**config.mk**
```make
export PLATFORM = sky130hd
export DESIGN_NAME = br_resolve
export DESIGN_NICKNAME = d
export VERILOG_FILES = /design/src/rtl/br_resolve_pkg.sv /design/src/rtl/br_cond.sv /design/src/rtl/br_target.sv /design/src/rtl/br_pc.sv /design/src/rtl/br_resolve.sv
export SDC_FILE = /design/constraint.sdc
export NUM_CORES = 1
export LEC_CHECK = 0
export BUFFER_PORTS_ARGS = -buffer_cell sky130_fd_sc_hd__buf_2
export CORE_ASPECT_RATIO = 1.4
export CORE_MARGIN = 5
export CORE_UTILIZATION = 39
export DETAILED_ROUTE_END_ITERATION = 16
export GPL_ROUTABILITY_DRIVEN = 0
export MAX_ROUTING_LAYER = met4
export PLACE_DENSITY_LB_ADDON = 0.12
export RECOVER_POWER = 100
export SYNTH_ARGS = -nofsm -noshare
export SYNTH_HDL_FRONTEND = slang
export SYNTH_HIERARCHICAL = 1
export SYNTH_SLANG_ARGS = --single-unit
```
**constraint.sdc**
```tcl
create_clock -name clk -period 2.69 [get_ports clk]
set_input_delay 0.269 -clock clk [delete_from_list [all_inputs] [get_ports clk]]
set_output_delay 0.269 -clock clk [all_outputs]
set_load 0.05 [all_outputs]
```
**src/rtl/br_resolve_pkg.sv**
```systemverilog
package br_resolve_pkg;
  typedef enum logic [3:0] {
    OP_NONE   = 4'd0,
    OP_BEQ    = 4'd1,
    OP_BNE    = 4'd2,
    OP_BLEZ   = 4'd3,
    OP_BGTZ   = 4'd4,
    OP_BLTZ   = 4'd5,
    OP_BGEZ   = 4'd6,
    OP_BLTZL  = 4'd7,
    OP_BGEZL  = 4'd8,
    OP_JABS   = 4'd9,
    OP_JREG   = 4'd10
  } ctl_op_e;

  localparam int FLAG_EQ   = 0;
  localparam int FLAG_ZERO = 1;
  localparam int FLAG_NEG  = 2;
  localparam int FLAGS_W   = 3;

  typedef enum logic [1:0] {
    TGT_NEXT = 2'd0,
    TGT_REL  = 2'd1,
    TGT_ABS  = 2'd2,
    TGT_REG  = 2'd3
  } tgt_sel_e;
endpackage

```
**src/rtl/br_cond.sv**
```systemverilog
module br_cond
  import br_resolve_pkg::*;
(
  input  logic [3:0]         op,
  input  logic [FLAGS_W-1:0] flags,
  output logic               is_ctrl,
  output logic               is_link,
  output logic               taken,
  output tgt_sel_e           sel
);
  logic eq, zr, ng;
  assign eq = flags[FLAG_EQ];
  assign zr = flags[FLAG_ZERO];
  assign ng = flags[FLAG_NEG];

  always_comb begin
    is_ctrl = 1'b1;
    is_link = 1'b0;
    taken   = 1'b0;
    sel     = TGT_REL;
    unique case (op)
      OP_BEQ:   taken = eq;
      OP_BNE:   taken = !eq;
      OP_BLEZ:  taken = zr || ng;
      OP_BGTZ:  taken = !zr && !ng;
      OP_BLTZ:  taken = ng;
      OP_BGEZ:  taken = !ng;
      OP_BLTZL: begin taken = ng;  is_link = 1'b1; end
      OP_BGEZL: begin taken = !ng; is_link = 1'b1; end
      OP_JABS:  begin taken = 1'b1; sel = TGT_ABS; end
      OP_JREG:  begin taken = 1'b1; sel = TGT_REG; end
      default:  begin is_ctrl = 1'b0; sel = TGT_NEXT; end
    endcase
    if (!taken && is_ctrl) sel = TGT_NEXT;
  end
endmodule

```
**src/rtl/br_target.sv**
```systemverilog
module br_target
  import br_resolve_pkg::*;
#(
  parameter int PC_W  = 16,
  parameter int OFF_W = 16
) (
  input  tgt_sel_e                 sel,
  input  logic [PC_W-1:0]          pc_cur,
  input  logic signed [OFF_W-1:0]  offset,
  input  logic [PC_W-1:0]          abs_tgt,
  input  logic [PC_W-1:0]          reg_tgt,
  output logic [PC_W-1:0]          next_addr,
  output logic [PC_W-1:0]          after_slot
);
  logic [PC_W-1:0] off_ext;
  assign off_ext    = PC_W'(offset);
  assign after_slot = pc_cur + PC_W'(2);

  always_comb begin
    unique case (sel)
      TGT_REL:  next_addr = pc_cur + off_ext;
      TGT_ABS:  next_addr = abs_tgt;
      TGT_REG:  next_addr = reg_tgt;
      default:  next_addr = after_slot;
    endcase
  end
endmodule

```
**src/rtl/br_pc.sv**
```systemverilog
module br_pc #(
  parameter int PC_W = 16
) (
  input  logic            clk,
  input  logic            rst,
  input  logic            adv,
  input  logic            ctrl,
  input  logic [PC_W-1:0] resolved,
  output logic [PC_W-1:0] pc_q,
  output logic            slot_q,
  output logic            redir_ev
);
  logic [PC_W-1:0] pend_q;

  assign redir_ev = adv && ctrl && !slot_q;

  always_ff @(posedge clk) begin
    if (rst) begin
      pc_q   <= '0;
      pend_q <= '0;
      slot_q <= 1'b0;
    end else if (adv) begin
      if (slot_q) begin
        pc_q   <= pend_q;
        slot_q <= 1'b0;
      end else if (ctrl) begin
        pc_q   <= pc_q + PC_W'(1);
        pend_q <= resolved;
        slot_q <= 1'b1;
      end else begin
        pc_q   <= pc_q + PC_W'(1);
      end
    end
  end

  // r2: a bubble leaves the counter where it was
  p_bubble_hold_r2: assert property (@(posedge clk) disable iff (rst)
    !adv |=> $stable(pc_q));
endmodule

```
**src/rtl/br_resolve.sv**
```systemverilog
module br_resolve
  import br_resolve_pkg::*;
#(
  parameter int PC_W     = 16,
  parameter int OFF_W    = 16,
  parameter int DATA_W   = 32,
  parameter int LINK_REG = 31
) (
  input  logic                    clk,
  input  logic                    rst,
  input  logic                    in_valid,
  input  logic [3:0]              in_op,
  input  logic [FLAGS_W-1:0]      in_flags,
  input  logic signed [OFF_W-1:0] in_offset,
  input  logic [PC_W-1:0]         in_abs_target,
  input  logic [PC_W-1:0]         in_reg_target,
  output logic [PC_W-1:0]         pc,
  output logic                    redir_valid,
  output logic                    redir_taken,
  output logic [PC_W-1:0]         redir_target,
  output logic                    link_we,
  output logic [4:0]              link_idx,
  output logic [DATA_W-1:0]       link_data
);
  logic            is_ctrl, is_link, taken;
  tgt_sel_e        sel;
  logic [PC_W-1:0] next_addr, after_slot, pc_q;
  logic            slot_q, redir_ev;

  br_cond u_cond (
    .op(in_op), .flags(in_flags), .is_ctrl(is_ctrl),
    .is_link(is_link), .taken(taken), .sel(sel)
  );

  br_target #(.PC_W(PC_W), .OFF_W(OFF_W)) u_tgt (
    .sel(sel), .pc_cur(pc_q), .offset(in_offset),
    .abs_tgt(in_abs_target), .reg_tgt(in_reg_target),
    .next_addr(next_addr), .after_slot(after_slot)
  );

  br_pc #(.PC_W(PC_W)) u_pc (
    .clk(clk), .rst(rst), .adv(in_valid), .ctrl(is_ctrl),
    .resolved(next_addr), .pc_q(pc_q), .slot_q(slot_q),
    .redir_ev(redir_ev)
  );

  assign pc       = pc_q;
  assign link_idx = 5'(LINK_REG);

  always_ff @(posedge clk) begin
    if (rst) begin
      redir_valid  <= 1'b0;
      redir_taken  <= 1'b0;
      redir_target <= '0;
      link_we      <= 1'b0;
      link_data    <= '0;
    end else begin
      redir_valid <= redir_ev;
      link_we     <= redir_ev && is_link;
      if (redir_ev) begin
        redir_taken  <= taken;
        redir_target <= next_addr;
        link_data    <= DATA_W'(after_slot);
      end
    end
  end

  // r7 / r8: a redirect pulse lasts one cycle; the delay slot never redirects
  p_pulse_single_r8: assert property (@(posedge clk) disable iff (rst)
    redir_valid |=> !redir_valid);

  // r7: a not-taken redirect points one past the delay slot
  p_fallthru_r7: assert property (@(posedge clk) disable iff (rst)
    (redir_valid && !redir_taken) |-> redir_target == pc + PC_W'(1));

  // r9: link write only with a redirect, carrying the post-slot address
  p_link_pair_r9: assert property (@(posedge clk) disable iff (rst)
    link_we |-> (redir_valid && link_data == DATA_W'(pc + PC_W'(1))));

  // r2: a bubble produces no redirect
  p_bubble_quiet_r2: assert property (@(posedge clk) disable iff (rst)
    !in_valid |=> !redir_valid && !link_we);
endmodule

```
Word level (Yosys, flattened, before mapping)
Cells that the tools add are included.

word-level totals
  register bits = 68
  bits of input ports = 58
  output and inout port bits = 72
  logic and storage cells = 52

operators by class
  $add $sub $neg = 3
  eq/ne operators = 13
  muxes and demuxes = 9
  bitwise logic cells = 1
  reductions and logical operators = 18

operators by type and width
  cell                     number
  $pmux W16 S3             1
  $add A16 B1 Y16 const B  1
  $add A16 B16 Y16         1
  $add A16 B2 Y16 const B  1
  $eq A4 B3 Y1 const B     4
  $mux W16                 1
  $eq A4 B4 Y1 const B     3
  $reduce_or A10 Y1        1
  $eq A4 B2 Y1 const B     2
  $reduce_or A2 Y1         4
  $reduce_or A8 Y1         1
  $pmux W1 S7              1
  $pmux W2 S3              1
  $logic_and A1 B1 Y1      5
  $logic_not A1 Y1         5
  $eq A2 B2 Y1 const B     2
  $eq A4 B1 Y1 const B     1
  $mux W1                  4
  $reduce_and A3 Y1        1
  $eq A2 B1 Y1 const B     1
  $mux W2                  1
  $logic_or A1 B1 Y1       1
  $not A1 Y1               1

Logic depth before layout (Yosys ltp)
Gate-level depths: netlist of the first run.

  word-level depth = 8
  depth in mapped cells = 13
  depth with buffers taken out = 11

Hierarchy
The synthesis of the first run kept the hierarchy.

modules (own cells, without submodules)
  module      times used  cells an instance  area each (sq um)  sequential area each (sq um)
  br_pc       1           205                1,611.5            660.6
  br_resolve  1           134                1,421.4            700.7
  br_target   1           175                1,391.3            0.0
  br_cond     1           26                 206.4              0.0

Least setup slack after synthesis of the first run
OpenSTA, ideal clock, no wires.

  kind = flip-flop to flip-flop
  start = reg u_pc.pc_q[0]
  end = reg redir_target[12]
  arrival = 2.882 ns
  path slack = -0.320 ns
  cell stages (with the launch flop) = 12
  buffers on the path = 0
  period minus slack after synthesis = 3.010 ns
  cell sequence = dfxtp_1 -> ha_1 -> inv_1 -> fa_1 -> nor2b_1 -> o2111ai_1 -> a21oi_1 -> o221ai_1 -> xnor2_1 -> mux4_2 -> mux2i_1 -> nor2_1

on the way
  longest elaborated chain between the ends = 2

ends and longest elaborated chain
  item                                                        RTL line                          source
  start: declaration                                          br_pc.sv:9                        output logic [PC_W-1:0] pc_q,
  start signal: assignment                                    br_pc.sv:24                       pc_q <= pend_q;
  start signal: assignment                                    br_pc.sv:27                       pc_q <= pc_q + PC_W'(1);
  start signal: assignment                                    br_pc.sv:31                       pc_q <= pc_q + PC_W'(1);
  $add A16 B2 Y16 / $add A16 B16 Y16 (equally long branches)  br_target.sv:17, br_target.sv:21
  $pmux W16 S3 (*)                                            br_target.sv:20                   unique case (sel)
  net next_addr[12]                                           br_resolve.sv:27                  logic [PC_W-1:0] next_addr, after_slot, pc_q;
  end signal: assignment                                      br_resolve.sv:62                  redir_target <= next_addr;
  end: declaration                                            br_resolve.sv:20                  output logic [PC_W-1:0] redir_target,

Mark *: on every way through the listed nets, which the timed path passes. The rest lies on a longest branch.
A chain may end at the register's enable or synchronous reset.

Worst setup path in the final report of the first run
Same ends and word-level chain as after synthesis.

==> reports/metrics.yaml, run 1 <==
status: "finished, final reports clean"
cts_hold_buf: 0
drt_wl_total_um: 14980
dpl_worst_slack_ps: -68.89
synth_xor_xnor_area_share_pct: 4.918
ys_types: 68
hp-start: "in_op[0]"
p_leak_nw: 2.326
synth_edf_count: 0
root_buffer: "clkbuf_16"
hold-path-cell-count: 3
core_sq_um: 11760
hp-class: "input port to flop"
yosysWarnings: 6
synth_simple_gate_area_share_pct: 20.72
drc: 0
cp_max_fo: 3
die-width_um: 102.1
nets: 738
antennaDiodeCount: 0
placed_cells: 796
ant_nets: 0
path_clk_slew_ps: 60
holdPathEnd: "link_we$_SDFF_PP0_"
grt_pass1_vias: 4332
ys.flop_type: "dfxtp_1"
relSlewSlack_pct: 37.67
total_power_mw: 3.103
worst_slack_ps: 100.1
path_class: "flop to flop"
r2r_slack_ps: 100
final_cell_mix: "nor2_1 (63), dfxtp_1 (61), nand2_1 (58)"
fin_crit_sh_pct: 96.28
synthAdderAreaFrac_pct: 5.026
fillerInstances: 1190
drt-initial-drc-count: 278
cts_buffers: 9
drt-pass1-iter-count: 5
synth_top_family_by_area: "simple AND/OR/NAND/NOR gates"
r2r-end: "redir_target[12]$_SDFFE_PP0P_"
fin_cells: 814
fin_skew_ps: 7.532
synth_compound_area_share_pct: 15.19
ff2ff_path_depth: 11
drive_gt1_share_pct: 22.79
clockBufferDepth: 2
syn_area_sq_um: 4631
drv_cap: 0
hold_viol: 0
gr-usage-all-layers_pct: 21.42
grt_pass1_wl_um: 23100
avgSynthCellArea_sq_um: 8.575
cts.sinks: 68
max-vdd-ir-drop_mv: 0.3629
num_io_pins: 130
seq_area_frac_synth_pct: 29.40
arrival_ps: 2810
synthArstFlopShare_pct: 0
ys_ff_latch: 68
setup-violations-final: 0
regArea_sq_um: 1373
slew_violations: 0
r2r_start: "u_pc/pc_q[0]$_SDFFE_PP0P_"
via_per_inst: 5.451
grt_max_degree: 38
cp.required_ps: 2910
portBuffers: 108
die_h_um: 138.9
avgRoutedWirePerCell_um: 18.40
layout_commonest_cell: "nor2_1"
htree_levels: 3
rsz0062_at_grt: "no"
cts_tree: "done"
tns_ps: 0
antenna_found_initial: 0
die_area_sq_um: 14180
multi_input_area_sq_um: 2948
synthCells: 540
clkLatencyLatePin_ps: 330
rows: 47
start_kind: "flop"
post-route-util_pct: 48.05
num_vias: 4437
synthToLayoutAreaGrowth_pct: 22.05
crit_path_end_kind: "flop"
grt_remaining_overflow: 0
hpwl_um: 11320
initial_core_util_pct: 39.37
synthMuxAreaShare_pct: 14.97
power.density_nw_per_um2: 549.0
max_freq_mhz: 386.1
tightestPinTransition_ps: 933.9
period_needed_ps: 2590
metrics by stage:
stage / hold WS [ps] / area [sq um]
2_1_floorplan: 433.2 / 4716
3_3_place_gp: 446.3 / 5341
3_5_place_dp: 448.7 / 5341
4_1_cts: 342.3 / 5690
5_1_grt: 383.7 / 5652
6_report: 360.5 / 5652
cell usage after synthesis, types with 2 or more instances:
cell       n  area [sq um]
nor3_1     6         30.03
nor2b_1    6         37.54
a211oi_1   5         37.54
conb_1     2         7.510
o31ai_1    4         30.03
o21ai_1    3         15.01
dfxtp_1   68          1361
a311oi_1   2         17.52
and4_1     3         26.28
nand4_2    2         25.02
a211o_1    2         17.52
buf_12     3         60.06
a31oi_1    5         31.28
nand4_1   12         75.07
nor2_1    63         236.5
a21oi_1   41         205.2
o21ai_0   11         55.05
nand4b_1   2         17.52
a22oi_1   10         75.07
clkbuf_1  10         37.54
nor4_1     7         43.79
o311a_1    2         20.02
ha_1      17         212.7
and3_1     2         12.51
mux4_2    11         247.7
o21a_1     3         22.52
mux2_2     4         45.04
buf_2      8         40.04
nand3_1   15         75.07
buf_4     24         180.2
buf_6      5         56.30
inv_1     11         41.29
nor4_2     4         50.05
buf_1      4         15.01
xor2_1     9         78.83
xnor2_1   17         148.9
mux2i_1   40         400.4
nand2_1   58         217.7
inv_2      4         15.01
a21o_1     5         37.54
nand2b_1   3         18.77
layer usage:
metal,track usage (%),up-vias,wire [um]
met5,-,-,0
met4,7.326,0,378
met3,3.422,23,782
met2,33.23,149,7149
met1,28.16,2117,6671
li1,-,2148,-
flip-flops by register name (all words and copies together) (netlist names):
register and count:
redir_taken 1, link_data 16, u_pc/pc_q 16, redir_target 16, redir_valid 1, u_pc/pend_q 16
link_we 1, u_pc/slot_q 1
critical path: stages, from the launching register on:
cell and delay (ps):
dfxtp_4 340, ha_1 170, inv_1 60, fa_2 370
nor2b_2 190, o2111ai_4 160, a21oi_2 200, o221ai_1 160
xnor2_1 150, mux4_2 480, mux2i_1 160, nor2_1 50
layout make-up:
type / instances / share of cell area (%)
inverter: 15 / 0.9962
sequential: 68 / 24.29
timing repair buffer: 146 / 13.35
clock inverter: 4 / 1.240
multi-input combinational: 422 / 52.16
clock buffer: 12 / 4.716
tap: 147 / 3.254
worst max-delay path by stage:
stage | startpoint | endpoint | slack [ps] | cells past startpoint
2_1_floorplan | u_pc/pc_q[1]$_SDFFE_PP0P_ | redir_target[12]$_SDFFE_PP0P_ | 2 | 10
3_3_place_gp | in_offset[0] | redir_target[12]$_SDFFE_PP0P_ | -40 | 12
3_5_place_dp | in_offset[0] | redir_target[12]$_SDFFE_PP0P_ | -70 | 12
4_1_cts | u_pc/pc_q[0]$_SDFFE_PP0P_ | redir_target[12]$_SDFFE_PP0P_ | 30 | 11
5_1_grt | u_pc/pc_q[3]$_SDFFE_PP0P_ | redir_target[11]$_SDFFE_PP0P_ | 10 | 9
6_report | u_pc/pc_q[0]$_SDFFE_PP0P_ | redir_target[12]$_SDFFE_PP0P_ | 100 | 11
cells by family (layout without fill, tap and decap cells):
family | after synthesis | count (layout)
flops | 68 | 68
other cells | 2 | 21
fa+ha+maj | 18 | 18
xor+xnor | 26 | 26
mux | 55 | 55
compound gates | 109 | 109
simple gates | 193 | 193
buf+inv | 69 | 177
power breakdown:
part	internal (mW)	switching, mW
sequential	1.05	0.0242
clock	0.885	0.451
combinational	0.232	0.462
what timing repair did:
action / CTS / global route
setup buffers: 0 / 2
pin swaps: 1 / 1
resized for setup: 3 / 7
setup endpoints to repair: 1 / 5
Power figures use the tool's default switching activity.
==> run 2, diff against run 1 <==
- MAX_ROUTING_LAYER: met4 -> default
- PLACE_DENSITY: default -> 0.71
- PLACE_DENSITY_LB_ADDON: 0.12 -> default
==> reports/metrics.yaml, run 2 (synthesis results as in run 1) <==
grt_remaining_overflow: 0  # unchanged
initial_core_util_pct: 39.37  # unchanged
portBuffers: 108  # unchanged
cpPeakStageDelay_ps: 490  # about the same
cp.required_ps: 2910  # about the same
die_h_um: 138.9  # unchanged
hold_ws_ps: 348.3  # -12.20 ps
switching_share_pct: 29.81  # -0.42 points
crit_path_end_kind: "flop"
crit_chain: "ha_1 -> buf_4 -> a21oi_1 -> o211ai_2 -> a311o_1 -> a21oi_2 -> xnor2_1 -> mux4_2 -> mux2i_1 -> nor2_1"
hp-class: "input port to flop"
r2r_start: "u_pc/pc_q[0]$_SDFFE_PP0P_"
drc: 0  # unchanged
tns_ps: 0  # unchanged
p_leak_nw: 2.305  # -0.93%
arrival_ps: 2840  # +30 ps
synthToLayoutAreaGrowth_pct: 20.83
num_vias: 4676  # +5.4%
switchingPower_mw: 0.9471  # +0.99%
max_freq_mhz: 381.8  # -1.1%
root_buffer: "clkbuf_16"
setup-violations-final: 0  # unchanged
hp-start: "in_op[0]"
via_per_inst: 5.794  # +6.3%
antenna_found_initial: 0  # unchanged
critical_path.slowest_cell: "mux4_2"
die_area_sq_um: 14180  # unchanged
period_needed_ps: 2619  # +29.29 ps
crit_start: "u_pc/pc_q[0]$_SDFFE_PP0P_"
core_sq_um: 11760  # unchanged
slew_violations: 0  # unchanged
path_class: "flop to flop"
cts.sinks: 68  # unchanged
critPathTopFamily: "compound AO/OA/AOI/OAI gates"
power.density_nw_per_um2: 567.8  # +3.4%
pwr-share-seq_pct: 33.8  # -0.8 points
gr-usage-all-layers_pct: 21.22  # -0.20 points
path_clk_slew_ps: 60  # about the same
relSlewSlack_pct: 40.19  # +2.5 points
layout_commonest_cell: "nor2_1"
total_power_mw: 3.177  # +2.4%
grt_pass1_vias: 4444  # +2.6%
rows: 47  # unchanged
cp_max_fo: 3  # unchanged
fin_crit_sh_pct: 97.37  # +1.1 points
placed_cells: 790  # -0.75%
rsz0062_at_grt: "yes"
drt-pass1-iter-count: 5  # unchanged
status: "finished, final reports clean"
hpwl_um: 11490  # +1.5%
start_kind: "flop"
tightestPinTransition_ps: 897.1  # -36.73 ps
fin_skew_ps: 6.455  # -1.076 ps
drt-initial-drc-count: 498  # +79%
fin_cells: 807  # -0.86%
max-vdd-ir-drop_mv: 0.3476  # -4.2%
hold_viol: 0  # unchanged
ant_nets: 0  # unchanged
antennaDiodeCount: 0  # unchanged
drt_wl_total_um: 15230  # +1.7%
grt_max_degree: 34  # -11%
nets: 731  # -0.95%
critPathBufInv: 1  # unchanged
avgRoutedWirePerCell_um: 18.88  # +2.6%
die-width_um: 102.1  # unchanged
drv_cap: 0  # unchanged
cts_tree: "done"
fillerInstances: 1140  # -4.2%
final_cell_mix: "nor2_1 (64), dfxtp_1 (60), nand2_1 (58)"
drive_gt1_share_pct: 22.12  # -0.67 points
clockBufferDepth: 2  # unchanged
cts_buffers: 9  # unchanged
num_io_pins: 130  # unchanged
p_clk_share_pct: 44.4  # +1.3 points
p_comb_share_pct: 21.8  # -0.6 points
grt_pass1_wl_um: 23560  # +2.0%
p_int_mw: 2.230  # +3.0%
clkLatencyLatePin_ps: 340  # about the same
htree_levels: 3  # unchanged
==> run 2: tightest hold or removal path: stages <==
cell and delay [ps]:
buf_2 170, o31ai_1 80, and2_1 120
==> run 2: routing by layer <==
layer / GRT usage, % / wire length [um] / vias to the layer above
met5: 0 / 0 / -
met4: 12.16 / 774 / 0
met3: 4.680 / 1269 / 60
met2: 35.01 / 7454 / 270
met1: 24.79 / 5735 / 2212
li1: - / - / 2134
==> run 2: path summary, 6_finish.rpt <==
path	end	slack [ps]	cells past startpoint
min reg2reg	u_pc/pend_q[4]$_SDFFE_PP0P_	460	2
min	link_we$_SDFF_PP0_	350	3
max	redir_target[11]$_SDFFE_PP0P_	70	10
max reg2reg	redir_target[11]$_SDFFE_PP0P_	70	10
==> run 2: final cells by class <==
type	count	area (sq um)	area share [%]
Clock inverter	4	95.09	1.699
Sequential cell	68	1374	24.55
Inverter	15	56.30	1.006
Multi-Input combinational cell	422	2932	52.39
Clock buffer	12	256.5	4.584
Tap cell	147	183.9	3.287
Timing Repair Buffer	139	698.2	12.48
==> run 2: power by group through the flow <==
stage                     combinational, mW  sequential (mW)  clock, mW
after floorplan                       0.435             1.19          0
after global placement                0.673             1.09          0
after detailed placement              0.683             1.09          0
after CTS                             0.690             1.07       1.42
after global routing                  0.738             1.08       1.48
final                                 0.692             1.07       1.41
==> run 2: repair_timing <==
item	CTS	global route
endpoints found under the hold margin	0	0
hold buffers	0	0
resized for setup	3	7
cloned	0	0
pin swaps	1	2
buffers inserted	0	1
endpoints found under the setup margin	2	9
==> run 2: metrics by stage <==
step	utilization [%]	setup slack [ps]	instance area (sq um)
floorplan	-	1.567	4716
global placement	44.93	-18.16	5284
detailed placement	44.93	-62.56	5284
CTS	48.02	40.63	5648
global route	47.57	-43.28	5595
finish	47.57	70.78	5595
